<file path="src/rtl/mif_pkg.sv">
package mif_pkg;

  // Classification of one request address
  typedef enum logic [2:0] {
    RG_MEM_LIVE,
    RG_MEM_VOID,
    RG_DEVWIN,
    RG_CTRL,
    RG_UNMAPPED
  } region_e;

  // Word slot inside the control block (addr[4:2]); order follows the address map
  typedef enum logic [2:0] {
    CI_MODE    = 3'd0,
    CI_CONFIG  = 3'd1,
    CI_LOAD    = 3'd2,
    CI_SELECT  = 3'd3,
    CI_REFRESH = 3'd4
  } ctrl_idx_e;

  localparam logic [31:0] MEMSPACE_END = 32'h03F0_0000;
  localparam logic [31:0] DEVWIN_END   = 32'h0400_0000;
  localparam logic [31:0] CTRL_BASE    = 32'h0400_0000;
  localparam logic [2:0]  CTRL_LAST    = 3'd4;

  localparam int SPACE_HI_BIT = 25;   // memory-space word index is addr[25:2]
  localparam int SPACE_IW     = 24;
  localparam int DEV_REG_W    = 19;
  localparam int DEV_BCAST_BIT = 19;

  localparam logic [31:0] MODE_OFF_VAL  = 32'h0000_0000;
  localparam logic [31:0] MODE_ON_VAL   = 32'h0000_000E;
  localparam logic [31:0] CONFIG_VAL    = 32'h0000_0040;
  localparam logic [31:0] LOAD_VAL      = 32'h0000_0000;
  localparam logic [31:0] REFRESH_VAL   = 32'h0006_3634;

endpackage

</file>
<file path="src/rtl/mif_region_decode.sv">
module mif_region_decode
  import mif_pkg::*;
#(
  parameter int ADDR_W = 32,
  parameter int MEM_AW = 21
) (
  input  logic [ADDR_W-1:0] addr,
  output region_e           region,
  output ctrl_idx_e         cidx,
  output logic [MEM_AW-1:0] widx
);

  logic [SPACE_IW-1:0] space_idx;
  logic                live;
  logic                in_space;
  logic                in_dev;
  logic                in_ctrl;

  assign space_idx = addr[SPACE_HI_BIT:2];
  assign widx      = space_idx[MEM_AW-1:0];

  generate
    if (MEM_AW >= SPACE_IW) begin : g_full
      assign live = 1'b1;
    end else begin : g_part
      assign live = ~|space_idx[SPACE_IW-1:MEM_AW];
    end
  endgenerate

  assign in_space = (addr < MEMSPACE_END);
  assign in_dev   = !in_space && (addr < DEVWIN_END);
  assign in_ctrl  = (addr[ADDR_W-1:5] == CTRL_BASE[ADDR_W-1:5]) && (addr[4:2] <= CTRL_LAST);

  always_comb begin
    if (in_space)     region = live ? RG_MEM_LIVE : RG_MEM_VOID;
    else if (in_dev)  region = RG_DEVWIN;
    else if (in_ctrl) region = RG_CTRL;
    else              region = RG_UNMAPPED;
  end

  assign cidx = ctrl_idx_e'(addr[4:2]);

endmodule

</file>
<file path="src/rtl/mif_ctrl_regs.sv">
module mif_ctrl_regs
  import mif_pkg::*;
#(
  parameter int                DATA_W      = 32,
  parameter logic [DATA_W-1:0] SELECT_INIT = 'h14
) (
  input  logic              clk,
  input  logic              rst,
  input  logic              wr_en,
  input  ctrl_idx_e         cidx,
  input  logic [DATA_W-1:0] wdata,
  output logic              rd_ok,
  output logic [DATA_W-1:0] rd_data,
  output logic              wr_ok
);

  logic [DATA_W-1:0] sel_q;

  always_comb begin
    rd_ok   = 1'b0;
    rd_data = '0;
    wr_ok   = 1'b0;
    case (cidx)
      CI_MODE:    wr_ok = (wdata == DATA_W'(MODE_OFF_VAL)) || (wdata == DATA_W'(MODE_ON_VAL));
      CI_CONFIG:  wr_ok = (wdata == DATA_W'(CONFIG_VAL));
      CI_LOAD:    wr_ok = (wdata == DATA_W'(LOAD_VAL));
      CI_SELECT: begin
        wr_ok   = 1'b1;
        rd_ok   = 1'b1;
        rd_data = sel_q;
      end
      CI_REFRESH: begin
        wr_ok = (wdata == DATA_W'(REFRESH_VAL));
        rd_ok = 1'b1;
      end
      default: ;
    endcase
  end

  always_ff @(posedge clk) begin
    if (rst)                              sel_q <= SELECT_INIT;
    else if (wr_en && cidx == CI_SELECT)  sel_q <= wdata;
  end


  sel_hold_chk: assert property (@(posedge clk) disable iff (rst)
    !(wr_en && cidx == CI_SELECT) |=> $stable(sel_q));

endmodule

</file>
<file path="src/rtl/mif_resp_stage.sv">
module mif_resp_stage
  import mif_pkg::*;
#(
  parameter int DATA_W = 32
) (
  input  logic                 clk,
  input  logic                 rst,
  input  logic                 acc,
  input  logic                 err_in,
  input  logic                 use_mem_in,
  input  logic [DATA_W-1:0]    local_in,
  input  logic                 dev_fire,
  input  logic [DEV_REG_W-1:0] dev_reg_in,
  input  logic                 dev_bcast_in,
  input  logic [DATA_W-1:0]    dev_data_in,
  output logic                 resp_valid,
  output logic                 resp_err,
  output logic                 use_mem_q,
  output logic [DATA_W-1:0]    local_q,
  output logic                 dev_valid,
  output logic [DEV_REG_W-1:0] dev_reg,
  output logic                 dev_bcast,
  output logic [DATA_W-1:0]    dev_data
);

  always_ff @(posedge clk) begin
    if (rst) begin
      resp_valid <= 1'b0;
      resp_err   <= 1'b0;
      use_mem_q  <= 1'b0;
      local_q    <= '0;
      dev_valid  <= 1'b0;
      dev_reg    <= '0;
      dev_bcast  <= 1'b0;
      dev_data   <= '0;
    end else begin
      resp_valid <= acc;
      resp_err   <= acc && err_in;
      use_mem_q  <= acc && use_mem_in;
      local_q    <= acc ? local_in : '0;
      dev_valid  <= acc && dev_fire;
      if (acc && dev_fire) begin
        dev_reg   <= dev_reg_in;
        dev_bcast <= dev_bcast_in;
        dev_data  <= dev_data_in;
      end
    end
  end


  dev_event_ok_chk: assert property (@(posedge clk) disable iff (rst)
    dev_valid |-> (resp_valid && !resp_err && !use_mem_q));

endmodule

</file>
<file path="src/rtl/mem_if_decoder.sv">
module mem_if_decoder
  import mif_pkg::*;
#(
  parameter int                ADDR_W      = 32,
  parameter int                DATA_W      = 32,
  parameter int                MEM_AW      = 21,
  parameter logic [DATA_W-1:0] SELECT_INIT = 'h14
) (
  input  logic                 clk,
  input  logic                 rst,
  input  logic                 req_valid,
  output logic                 req_ready,
  input  logic                 req_write,
  input  logic [ADDR_W-1:0]    req_addr,
  input  logic [DATA_W-1:0]    req_wdata,
  output logic                 resp_valid,
  output logic [DATA_W-1:0]    resp_rdata,
  output logic                 resp_err,
  output logic                 mem_en,
  output logic                 mem_we,
  output logic [MEM_AW-1:0]    mem_addr,
  output logic [DATA_W-1:0]    mem_wdata,
  input  logic [DATA_W-1:0]    mem_rdata,
  output logic                 dev_wr_valid,
  output logic [DEV_REG_W-1:0] dev_wr_reg,
  output logic                 dev_wr_bcast,
  output logic [DATA_W-1:0]    dev_wr_data
);

  localparam logic [ADDR_W:0] LIVE_BYTES = (ADDR_W+1)'(1) << (MEM_AW + 2);

  region_e           region;
  ctrl_idx_e         cidx;
  logic [MEM_AW-1:0] widx;
  logic              acc;
  logic              ctrl_rd_ok;
  logic              ctrl_wr_ok;
  logic [DATA_W-1:0] ctrl_rd_data;
  logic              err_now;
  logic [DATA_W-1:0] local_now;
  logic              use_mem_q;
  logic [DATA_W-1:0] local_q;

  assign req_ready = 1'b1;
  assign acc       = req_valid;

  mif_region_decode #(.ADDR_W(ADDR_W), .MEM_AW(MEM_AW)) u_dec (
    .addr   (req_addr),
    .region (region),
    .cidx   (cidx),
    .widx   (widx)
  );

  mif_ctrl_regs #(.DATA_W(DATA_W), .SELECT_INIT(SELECT_INIT)) u_ctrl (
    .clk     (clk),
    .rst     (rst),
    .wr_en   (acc && req_write && region == RG_CTRL && ctrl_wr_ok),
    .cidx    (cidx),
    .wdata   (req_wdata),
    .rd_ok   (ctrl_rd_ok),
    .rd_data (ctrl_rd_data),
    .wr_ok   (ctrl_wr_ok)
  );

  // memory port: driven in the request cycle, data returns one cycle later
  assign mem_en    = acc && (region == RG_MEM_LIVE);
  assign mem_we    = mem_en && req_write;
  assign mem_addr  = widx;
  assign mem_wdata = req_wdata;

  always_comb begin
    err_now   = 1'b0;
    local_now = '0;
    unique case (region)
      RG_MEM_LIVE: ;
      RG_MEM_VOID: err_now = req_write;
      RG_DEVWIN:   ;
      RG_CTRL: begin
        if (req_write) err_now = !ctrl_wr_ok;
        else begin
          err_now   = !ctrl_rd_ok;
          local_now = ctrl_rd_data;
        end
      end
      default:     err_now = 1'b1;
    endcase
  end

  mif_resp_stage #(.DATA_W(DATA_W)) u_resp (
    .clk          (clk),
    .rst          (rst),
    .acc          (acc),
    .err_in       (err_now),
    .use_mem_in   (!req_write && region == RG_MEM_LIVE),
    .local_in     (local_now),
    .dev_fire     (req_write && region == RG_DEVWIN),
    .dev_reg_in   (req_addr[DEV_REG_W-1:0]),
    .dev_bcast_in (req_addr[DEV_BCAST_BIT]),
    .dev_data_in  (req_wdata),
    .resp_valid   (resp_valid),
    .resp_err     (resp_err),
    .use_mem_q    (use_mem_q),
    .local_q      (local_q),
    .dev_valid    (dev_wr_valid),
    .dev_reg      (dev_wr_reg),
    .dev_bcast    (dev_wr_bcast),
    .dev_data     (dev_wr_data)
  );

  assign resp_rdata = use_mem_q ? mem_rdata : local_q;


  one_resp_chk: assert property (@(posedge clk) disable iff (rst)
    req_valid |=> resp_valid);


  no_spur_resp_chk: assert property (@(posedge clk) disable iff (rst)
    !req_valid |=> !resp_valid);


  mem_live_chk: assert property (@(posedge clk) disable iff (rst)
    mem_en |-> ({1'b0, req_addr} < LIVE_BYTES));


  mem_we_chk: assert property (@(posedge clk) disable iff (rst)
    mem_we |-> (mem_en && req_write));


  err_zero_chk: assert property (@(posedge clk) disable iff (rst)
    (resp_valid && resp_err) |-> (resp_rdata == '0));


  void_write_chk: assert property (@(posedge clk) disable iff (rst)
    (req_valid && req_write && req_addr < MEMSPACE_END && {1'b0, req_addr} >= LIVE_BYTES)
      |-> (!mem_en ##1 resp_err));

endmodule

</file>
<file path="config.mk">
export PLATFORM = sky130hd
export DESIGN_NAME = mem_if_decoder
export DESIGN_NICKNAME = d
export VERILOG_FILES = /design/src/rtl/mif_pkg.sv /design/src/rtl/mif_region_decode.sv /design/src/rtl/mif_ctrl_regs.sv /design/src/rtl/mif_resp_stage.sv /design/src/rtl/mem_if_decoder.sv
export SDC_FILE = /design/constraint.sdc
export NUM_CORES = 1
export LEC_CHECK = 0
export ABC_AREA = 1
export ABC_CLOCK_PERIOD_IN_PS = 2800
export BUFFER_PORTS_ARGS = -buffer_cell sky130_fd_sc_hd__buf_2
export CAP_MARGIN = 0
export CORE_ASPECT_RATIO = 0.9
export CORE_MARGIN = 10
export CORE_UTILIZATION = 38
export DETAILED_ROUTE_END_ITERATION = 8
export GPL_TIMING_DRIVEN = 1
export PLACE_DENSITY = 0.66
export SLEW_MARGIN = 5
export SYNTH_ARGS = -nofsm -noshare
export SYNTH_HDL_FRONTEND = slang
export SYNTH_SLANG_ARGS = --single-unit
</file>
<file path="constraint.sdc">
create_clock -name clk -period 2.8 [get_ports clk]
set_input_delay 0.14 -clock clk [delete_from_list [all_inputs] [get_ports clk]]
set_output_delay 0.14 -clock clk [all_outputs]
set_load 0.005 [all_outputs]
</file>
Word-level counts from Yosys, hierarchy flattened
Cells that the tools add are included.
W data, S select, Z words.
{"block": "totals", "rom_bits": 0, "ramBits": 0, "memories": 0, "latch_bits": 0, "regBits": 120, "output_inout_bits": 143}
{"block": "op_classes", "mul": 0, "add_sub_neg": 0, "shift": 0, "muxes": 9, "div_mod_pow": 0, "bitwise_logic": 3, "n_lt_le_gt_ge": 3, "n_reduce_logical": 25, "eq_ne": 11}
{"op": "$eq A32 B19 Y1 const B", "n": 1}
{"op": "$eq A32 B4 Y1 const B", "n": 1}
{"op": "$eq A32 B7 Y1 const B", "n": 1}
{"op": "$logic_not A32 Y1", "n": 1}
{"op": "$lt A32 B26 Y1 const B", "n": 1}
{"op": "$lt A32 B27 Y1 const B", "n": 1}
{"op": "$mux W32", "n": 1}
{"op": "$eq A27 B22 Y1 const B", "n": 1}
{"op": "$logic_and A1 B1 Y1", "n": 13}
{"op": "$eq A3 B2 Y1 const B", "n": 4}
{"op": "$mux W3", "n": 3}
{"op": "$eq A3 B1 Y1 const B", "n": 2}
{"op": "$logic_not A3 Y1", "n": 2}
{"op": "$pmux W1 S5", "n": 1}
{"op": "$reduce_or A5 Y1", "n": 1}
{"op": "$logic_not A1 Y1", "n": 4}
{"op": "$reduce_or A2 Y1", "n": 2}
{"op": "$eq A3 B3 Y1 const B", "n": 1}
{"op": "$le A3 B3 Y1 const B", "n": 1}
{"op": "$mux W1", "n": 3}
{"op": "$not A1 Y1", "n": 3}
{"op": "$pmux W1 S3", "n": 1}
{"op": "$reduce_or A3 Y1", "n": 1}
{"op": "$logic_or A1 B1 Y1", "n": 1}

Longest topological paths before layout
{"block": "logic_depth", "word_depth": 9, "depth_mapped": 11}

By module
Synthesis repeated with hierarchy kept, for this count alone.
{"block": "hier_totals", "cells_unflattened": 975, "hier_area_um2": 6253.5}
{"mod": "mif_resp_stage", "area_per_inst_um2": 3138.0, "seq_area_each_um2": 1761.7, "n_inst": 1, "cells_per_inst": 440}
{"mod": "mif_ctrl_regs", "area_per_inst_um2": 1606.5, "seq_area_each_um2": 640.6, "n_inst": 1, "cells_per_inst": 241}
{"mod": "mem_if_decoder", "area_per_inst_um2": 1154.9, "seq_area_each_um2": 0.0, "n_inst": 1, "cells_per_inst": 228}
{"mod": "mif_region_decode", "area_per_inst_um2": 354.1, "seq_area_each_um2": 0.0, "n_inst": 1, "cells_per_inst": 66}

Worst setup path after synthesis
No wires, ideal clock.
{"block": "synth_timing", "path_type": "reg2out", "from": "register u_resp.use_mem_q", "to": "output resp_rdata[0]", "path_stages_with_launch": 4, "arrival_time_ps": 1184, "path_slack_ps": 1476, "cell_sequence": "dfxtp_1 -> clkbuf_1 -> buf_1 -> mux2_2"}
{"block": "synth_via", "elab_chain_len": 1}
{"element": "start, declared", "line_no": "mif_resp_stage.sv:18", "text": "output logic use_mem_q,"}
{"element": "start signal, assigned", "line_no": "mif_resp_stage.sv:39", "text": "use_mem_q <= acc && use_mem_in;"}
{"element": "$mux W32", "line_no": "mem_if_decoder.sv:110", "text": "assign resp_rdata = use_mem_q ? mem_rdata : local_q;"}
{"element": "end, declared", "line_no": "mem_if_decoder.sv:17", "text": "output logic [DATA_W-1:0] resp_rdata,"}
Every way passes these cells.

Worst setup path in the final report
{"block": "layout_timing", "from": "input req_addr[15]", "to": "register u_resp.local_q[21]"}
{"block": "layout_via", "elab_chain_len": 8}
{"element": "start, declared", "line_no": "mem_if_decoder.sv:14", "text": "input logic [ADDR_W-1:0] req_addr,"}
{"element": "$lt A32 B26 Y1 / $eq A27 B22 Y1 (equally long branches)", "line_no": "mif_region_decode.sv:30, mif_region_decode.sv:32"}
{"element": "$logic_not A1 Y1 / $logic_and A1 B1 Y1 (equally long branches)", "line_no": "mif_region_decode.sv:31, mif_region_decode.sv:32"}
{"element": "$logic_and A1 B1 Y1 / $mux W3 (equally long branches)", "line_no": "mif_region_decode.sv:31, mif_region_decode.sv:37"}
{"element": "$mux W3", "line_no": "mif_region_decode.sv:36", "text": "else if (in_dev) region = RG_DEVWIN;"}
{"element": "$mux W3 (*)", "line_no": "mif_region_decode.sv:35", "text": "if (in_space) region = live ? RG_MEM_LIVE : RG_MEM_VOID;"}
{"element": "$eq A3 B2 Y1 (*)", "line_no": "mem_if_decoder.sv:74", "text": "unique case (region)"}
{"element": "$not A1 Y1 (no source line) (*)"}
{"element": "$reduce_or A5 Y1 (no source line) (*)"}
{"element": "end signal, assigned", "line_no": "mif_resp_stage.sv:40", "text": "local_q <= acc ? local_in : '0;"}
{"element": "end, declared", "line_no": "mif_resp_stage.sv:19", "text": "output logic [DATA_W-1:0] local_q,"}
Mark *: on every way between the ends. The rest lies on a longest branch, timed or not.
A chain may end at the register's enable or synchronous reset.

==> impl_metrics.ini <==
[floorplan]
io_pins = 243
dieArea_sq_um = 19600
fp.dieH_microns = 134
die_w_microns = 147
rows = 41
start_util = 0.389
core_sq_um = 14100

[final_layout]
fill_cells = 1434
nets = 1009
layout-drive-gt1-share = 0.364
final_cell_mix = 241 x buf_2, 144 x nor2_1, 120 x dfxtp_1
final_common_cell = buf_2
final_core_util = 0.506
reg_top3 = u_ctrl.sel_q: 32 flops, u_resp.dev_data: 32 flops, u_resp.local_q: 32 flops
n_antenna_cell = 0
syn2layout_area_growth_pct = 30.0

[drt]
first_pass_iters = 4
wirelength_mm = 17.4
via_count = 5009
drt_iter0_drc = 280
drtAntennaViolNets = 0
post_drt_wl_per_cell_microns = 15.6
drcViolationCount = 0
vias_per_cell = 4.49

[power]
power_frac_comb = 0.067
switching_power_mw = 0.947
p_per_area_nw_per_um2 = 584
sw_frac_of_total = 0.228
pwr-share-clk = 0.521
intPower_mw = 3.21
power_leakage_nw = 3.56
ir_worst_vdd_uv = 435
seq_power_share = 0.412

[sta]
timing.fmax_mhz = 550
hold_viol = 0
fin_tns_setup_ns = 0
skew_ns = 0.00611
rsz0062_at_grt = false
slew_viol_final = 0
finalSetupViolations = 0
period_share = 0.650
min_period_ns = 1.82
max_slew.worst_pin.slew_ns = 1.03
max_slew_margin = 0.309

[worst_setup_path]
worstPathRequired_ns = 3.14
end_kind = flip-flop
path_max_fanout = 33
path_class = input port to flip-flop
arrival_ns = 2.16
r2r_slack_ns = 2.11
start_kind = input port

[global_routing]
grt_pass1_vias = 5029
antenna_found_initial = 0
grt_max_degree = 80
grt_overflow_total = 0
grt_pass1_wl_mm = 27.6
grtUsageTotal = 0.174

[run_status]
status = completed

[cts]
htree_levels = 4
clock_path_buffers = 2
clk_latency_ns = 0.42
root_buffer = clkbuf_16
cts.sinks = 120
clk_pin_slew_worst_paths_ns = 0.06
cts_tree = done
cts-buffers-inserted = 17

[place]
hpwl_mm = 13.2
io_buffers = 241
gp_congestion = 0.817

[synth]
synth.avg_cell_area_sq_um = 7.57
syn-num-nets = 823
netlist_instances = 723
ys_ff_latch = 120
ys_seq_area_frac = 0.439
syn_area_sq_um = 5470
synth_cell_types = 27
synth-warning-count = 0

[min_path]
worstHoldPathType = input port to flip-flop

[flow_run]
maxCapViolCount = 0
-- kinds of logic after synthesis --
logic type             count (synthesis)  share of synthesized area
AOI/OAI and AO/OA                     84                     0.0773
buffers and inverters                168                      0.159
DFF                                  120                      0.439
muxes                                 32                     0.0658
other                                  1                   0.000685
and+or+nand+nor                      318                      0.258
-- final cells by class --
type | instances | area, sq um | share of cell area
sequential | 120 | 2400 | 0.337
clock inverter | 9 | 115 | 0.0162
tap | 193 | 241 | 0.0339
timing repair buffer | 259 | 1400 | 0.196
multi-input combinational | 435 | 2200 | 0.309
inverter | 76 | 285 | 0.0401
clock buffer | 23 | 478 | 0.0671
-- routing by layer --
layer	vias to the layer above	routed length (microns)	part of all wire	track usage
met5	-	0	0	0
met4	0	311	0.018	0.0644
met3	19	1380	0.079	0.0720
met2	164	7630	0.44	0.262
met1	2197	8110	0.47	0.220
li1	2629	-	-	-
-- synthesized netlist by cell type --
cell	instances	area (sq um)
a21oi_1	28	140
buf_1	3	11.3
buf_2	10	50.1
buf_4	55	413
buf_6	3	33.8
clkbuf_1	21	78.8
conb_1	1	3.75
dfxtp_1	120	2400
inv_1	72	270
inv_2	4	15.0
mux2_2	32	360
nand2_1	90	338
nand2_2	2	12.5
nand3_1	22	110
nand3_4	1	17.5
nand4_1	2	12.5
nand4_2	1	12.5
nor2_1	144	541
nor2_2	14	87.6
nor2_4	1	11.3
nor3_1	5	25.0
nor3_2	2	20.0
nor4_1	32	200
nor4_2	2	25.0
o21a_1	1	7.51
o21ai_0	52	260
o21ai_1	3	15.0
-- what timing repair did --
action,CTS,global route
gates resized for setup,0,0
setup buffers,0,0
endpoints found under the setup margin,0,0
hold buffers,12,0
endpoints found under the hold margin,12,0
-- worst paths after layout --
path / startpoint / to / depth (start not counted)
worst min register to register: u_ctrl.sel_q[31] / u_resp.local_q[31] / 2
worst max register to register: u_ctrl.sel_q[27] / u_ctrl.sel_q[27] / 4
worst max-delay path: req_addr[15] / u_resp.local_q[21] / 10
worst min-delay path: req_wdata[14] / u_ctrl.sel_q[14] / 3
-- power groups by stage --
stage / Sequential [mW] / Combinational, mW / Clock (mW)
after floorplan: 1.75 / 0.140 / 0
after global placement: 1.75 / 0.267 / 0
after detailed placement: 1.75 / 0.268 / 0
after CTS: 1.71 / 0.282 / 2.20
after global routing: 1.71 / 0.309 / 2.28
final: 1.71 / 0.280 / 2.16
-- through the flow --
stage	hold WS [ns]	instances	total power, mW	instance area [sq um]	worst slack, ns
global placement	0.364	1071	2.01	6400	0.800
CTS	0.000530	1115	4.19	7120	0.968
detailed placement	0.371	1071	2.02	6400	0.657
global route	0.0236	1115	4.30	7120	0.819
finish	0.00971	1115	4.16	7120	0.981
floorplan	0.212	723	1.89	5470	1.48
-- critical path, stage by stage --
cell and delay [ns]:
dlygate4sd3_1 0.53, buf_2 0.13, nor2_1 0.09, nand2_1 0.08, inv_1 0.07, nand4_2 0.08
buf_4 0.26, nor2_4 0.17, nand3_4 0.35, nor2_1 0.23
(Power assumes the default switching activity.)
